<file path="config.mk">
export PLATFORM = sky130hd
export DESIGN_NAME = pld_macrocell
export DESIGN_NICKNAME = d
export VERILOG_FILES = /design/src/rtl/pld_macrocell.sv
export SDC_FILE = /design/constraint.sdc
export NUM_CORES = 1
export LEC_CHECK = 0
export ABC_CLOCK_PERIOD_IN_PS = 1700
export CAP_MARGIN = 5
export CELL_PAD_IN_SITES_DETAIL_PLACEMENT = 1
export CELL_PAD_IN_SITES_GLOBAL_PLACEMENT = 1
export CORE_AREA = 8 8 45 47
export DETAILED_ROUTE_END_ITERATION = 10
export DIE_AREA = 0 0 53 55
export DONT_BUFFER_PORTS = 1
export GPL_ROUTABILITY_DRIVEN = 0
export PLACE_DENSITY = 0.42
export SLEW_MARGIN = 0
export SYNTH_ARGS = -nofsm -noshare
export SYNTH_HDL_FRONTEND = slang
export SYNTH_SLANG_ARGS = --single-unit
</file>
<file path="constraint.sdc">
create_clock -name clk -period 1.7 [get_ports clk]
set_input_delay 0.17 -clock clk [delete_from_list [all_inputs] [get_ports clk]]
set_output_delay 0.17 -clock clk [all_outputs]
set_load 0.01 [all_outputs]
</file>
<file path="src/rtl/pld_macrocell.sv">
module pld_macrocell (
  input  logic       clk,
  input  logic       rst,
  input  logic [7:0] pterm,
  input  logic       oe_pin,
  input  logic [1:0] mode,
  input  logic [1:0] role,
  input  logic       pol,
  input  logic [1:0] pos,
  input  logic       preload_en,
  input  logic       preload_val,
  input  logic       pad_in,
  output logic       pad_out,
  output logic       pad_oe,
  output logic       fb
);
  localparam logic [1:0] ModeReg = 2'd0;
  localparam logic [1:0] ModeCpx = 2'd1;
  localparam logic [1:0] RoleReg = 2'd0;
  localparam logic [1:0] RoleIn  = 2'd3;
  localparam logic [1:0] PosOut  = 2'd1;

  logic q;

  wire reg_mode = (mode == ModeReg);
  wire cpx_mode = (mode == ModeCpx);
  wire smp_mode = mode[1];
  wire centre   = pos[1];
  wire outer    = (pos == PosOut);
  wire reg_cell = reg_mode && (role == RoleReg);
  wire in_cell  = (role == RoleIn) && !(smp_mode && centre);
  wire all8     = reg_cell || smp_mode;
  wire sum      = all8 ? |pterm : |pterm[7:1];
  wire lvl      = pol ? sum : ~sum;
  wire no_fb    = (cpx_mode && outer) || (smp_mode && centre);

  always_ff @(posedge clk) begin
    if (rst)             q <= 1'b0;
    else if (preload_en) q <= preload_val;
    else if (reg_cell)   q <= ~lvl;
  end

  assign pad_out = in_cell ? 1'b0 : (reg_cell ? ~q : lvl);
  assign pad_oe  = in_cell ? 1'b0 : (reg_cell ? oe_pin : (smp_mode ? 1'b1 : pterm[0]));
  assign fb      = reg_cell ? ~q : (no_fb ? 1'b0 : pad_in);
endmodule


</file>
# After elaboration in Yosys (flattened, before gate mapping)
# Cells that the tools add are included.
[word_totals]
regBits = 1
inputBits = 21
elab_cells = 30
[classes]
n_eq_ne = 3
n_mux = 11
n_bitwise = 3
n_reduce_logical = 12
[ops]
columns = ["cell", "n"]
rows = [
  ["two-way mux 1 bit", 11],
  ["OR reduction 8 bit", 1],
  ["OR reduction 7 bit", 1],
  ["== test 2 x 1 -> 1 bit, second input constant", 2],
  ["logical AND 1 bit", 4],
  ["logical NOT 2 bit", 2],
  ["inverter 1 bit", 3],
  ["== test 2 bit, second input constant", 1],
  ["logical OR 1 bit", 2],
  ["nonzero test 2 bit", 1],
  ["logical NOT 1 bit", 1],
]

# Depth between registers and ports, before layout
[depth]
word_depth = 9
depth_mapped = 5
ltp_nobuf = 5

# Worst setup path after synthesis
# No wires, ideal clock.
[synth_path]
path_type = "input -> output"
startpoint = "in role[1]"
endpoint = "out pad_out"
t_arrival_ns = 1.055
required_ns = 1.530
setup_slack_ns = 0.475
stages = 5
n_path_buf = 0
path_cell_list = "nor3_2 a2111oi_2 nand3_1 xor2_1 a21oi_1"
[synth_via]
elab_chain_len = 8
[synth_rtl]
columns = ["item", "line", "text"]
rows = [
  ["start: declaration", "7", "input logic [1:0] role,"],
  ["logical NOT 2 bit", "30", "wire reg_cell = reg_mode && (role == RoleReg);"],
  ["logical AND 1 bit", "30", ""],
  ["logical OR 1 bit", "32", "wire all8 = reg_cell || smp_mode;"],
  ["two-way mux 1 bit", "33", "wire sum = all8 ? |pterm : |pterm[7:1];"],
  ["inverter 1 bit", "34", "wire lvl = pol ? sum : ~sum;"],
  ["two-way mux 1 bit", "34", ""],
  ["two-way mux 1 bit", "43", "assign pad_out = in_cell ? 1'b0 : (reg_cell ? ~q : lvl);"],
  ["two-way mux 1 bit *", "43", ""],
  ["end: declaration", "13", "output logic pad_out,"],
]
# Mark *: on every way between the ends. The rest lies on a longest branch, timed or not.

# Final worst setup path
# Same ends and word-level chain as after synthesis.

==> metrics.txt <==
share of Yosys cell area claimed by the top area cell type 0.119; run status finished clean; Arrival @ worst endpoint 1.16 ns; remaining global-route overflow 0; Leak Pwr 0.0587 nW; headroom to the max-slew limit 0.728; area growth from synthesis to layout 11.9%; Total Power 0.0513 mW; starting density of the core 0.121; Tightest Pin Transition 0.403 ns; largest net degree at the start of global routing 8; highest clock frequency the design can meet 0.749 GHz; asr flop ratio synth 0; biggest fanout along the worst timing path 3; final number of hold-violating endpoints 0; estimated wirelength of the detail-placed design 678 µm; Power per Cell Area 273 nW/µm²; hold path startpoint rst; antenna viol nets, final 0; Regs by FF count q (1); Slew Viols, Final 0; mean instance size in the synthesized netlist 6.99 µm²; Horiz. Die Dim 53 µm; count of cells along the worst register-to-register path 5; maximum resistive drop on vdd 0.0595 mV; clock insertion delay at the later pin of the skew report 0 ns; number of iterations in the first detailed-routing pass 2; global-route wire length before repair 993 µm; Util after Layout 0.136; port buffer count 0; top cell types by occurrence after synthesis nand2_1 (4), o21ai_0 (3), nand3_1 (2), nor3_1 (2); critical path's top delay family compound AO/OA/AOI/OAI gates; full die area 2920 µm²; Core Area 1380 µm²; register bank with the most flops q; total wirelength of the detailed-routed design 701 µm; Detailed Route Iter0 Violations 1; flip-flop count of the largest register after layout 1; layout cell share with drive strength beyond 1 0.125; worst slack on hold paths 0.419 ns; register-to-register path setup slack 0.85 ns; time the worst path needs with I/O delays and setup 1.33 ns; standard cell area after detailed placement 188 µm²; number of vias in the routed layout 194; RSZ-0062 raised after global routing no; Hold Path Class input port to register; mean routed wirelength per cell 17.5 µm; highest cell delay on the worst timing path 0.35 ns; Bufs and invs on worst path 0; Clock Skews 0 ns; maximum capacitance violations 0; crit path capture type output port; leading post-synthesis cells by cell area dfxtp_1 (12%), o21ai_0 (9.0%), a2111oi_2 (9.0%), nand2_1 (9.0%), or4bb_1 (6.7%); net count of the finished layout 47; hold-critical path endpoint q$_SDFFE_PP0P_; number of hold-repair buffers added at the cts stage 0; all-layer global routing usage 0.0431; number of antenna violations at the first check in global routing 0; launch point of the worst reg-to-reg path q$_SDFFE_PP0P_; number of gates resized after cts 0; Critical R2R Capture q$_SDFFE_PP0P_; via density per instance 4.85; count leader, synth nand2_1; kind of start point of the critical path input port; die extent in y 55 µm; post-synth top area cell dfxtp_1; Syn Nets 45; Clock Pin Slew Worst Setup and Hold Paths 0 ns; YS warnings 0; CP required 1.53 ns; top flip-flop cell by instance count after synthesis dfxtp_1; cell area after layout 188 µm²; multi-input gate area in the final layout 144 µm²; number of setup violations in the final report 0; post-CTS setup-driven buffer insertion count 0; type of the worst setup path input port to output port; Setup Total Neg Slack 0 ns; master of the slowest instance on the critical path a2111oi_2; Hold Crit Depth 2; sequence of cells on the critical path nor3_2 -> a2111oi_2 -> nand3_1 -> xor2_1 -> a21oi_1; synthesized instance count 24; Yosys reg bits 1; critical path startpoint role[1]; distinct cell type count after synthesis 17; Register Area 20.0 µm²; count of unresolved DRC violations after routing 0; period utilisation layout 0.785; sequential area share after synthesis 0.119; Core Rows 14; count of filler cells inserted in the layout 170; Post-synth EDFFs 0; Boundary Pins 24; count of antenna diodes in the layout 0; number of global-route vias before repair 230; mapped cell area 168 µm²
==> routing by layer <==
layer	wire length, µm	GRT usage
met5	0	0
met4	0	0
met3	73	0.0187
met2	410	0.0977
met1	217	0.0332
==> cells in the final DEF (no fill, tap or decap), drive strengths merged <==
| cell | count |
|---|---|
| a2111oi | 1 |
| or3 | 1 |
| nor3 | 3 |
| nand2b | 1 |
| or4bb | 1 |
| inv | 1 |
| o211a | 1 |
| dfxtp | 1 |
| nor4 | 1 |
| nand2 | 4 |
| o21ai | 3 |
| a21o | 1 |
| nand3 | 2 |
| nand4 | 1 |
| a21oi | 1 |
| xor2 | 1 |
==> power breakdown <==
| part | internal (mW) | switching, mW |
|---|---|---|
| Sequential | 0.0255 | 0.000708 |
| Clock | 0 | 0 |
| Combinational | 0.0111 | 0.0140 |
==> worst max-delay path by stage <==
| stage | to | slack, ns | depth (start not counted) |
|---|---|---|---|
| global placement | pad_out | 0.36 | 5 |
| finish | pad_out | 0.37 | 5 |
| detailed placement | pad_out | 0.34 | 5 |
| floorplan | pad_out | 0.48 | 5 |
| global route | pad_out | 0.29 | 5 |
| CTS | pad_out | 0.34 | 5 |
==> cell type report <==
class / instances / share of cell area
inverters: 1 / 0.0200
flip-flops and latches: 1 / 0.107
well taps: 16 / 0.107
multi-input cells: 22 / 0.767
==> through the flow <==
stage,std cells,setup WS [ns]
after floorplan,24,0.475
after global placement,40,0.360
after detailed placement,40,0.342
after CTS,40,0.341
after global routing,40,0.285
final,40,0.365
==> cell families (layout without fill, tap and decap cells) <==
kind of cell	Yosys count	in the layout	share of synthesized area
AO/OA/AOI/OAI	7	7	0.313
XOR/XNOR	1	1	0.0522
buffers and inverters	1	1	0.0224
flip-flops	1	1	0.119
AND/OR/NAND/NOR	14	14	0.493
No activity file was read; power rests on OpenSTA's default activity.
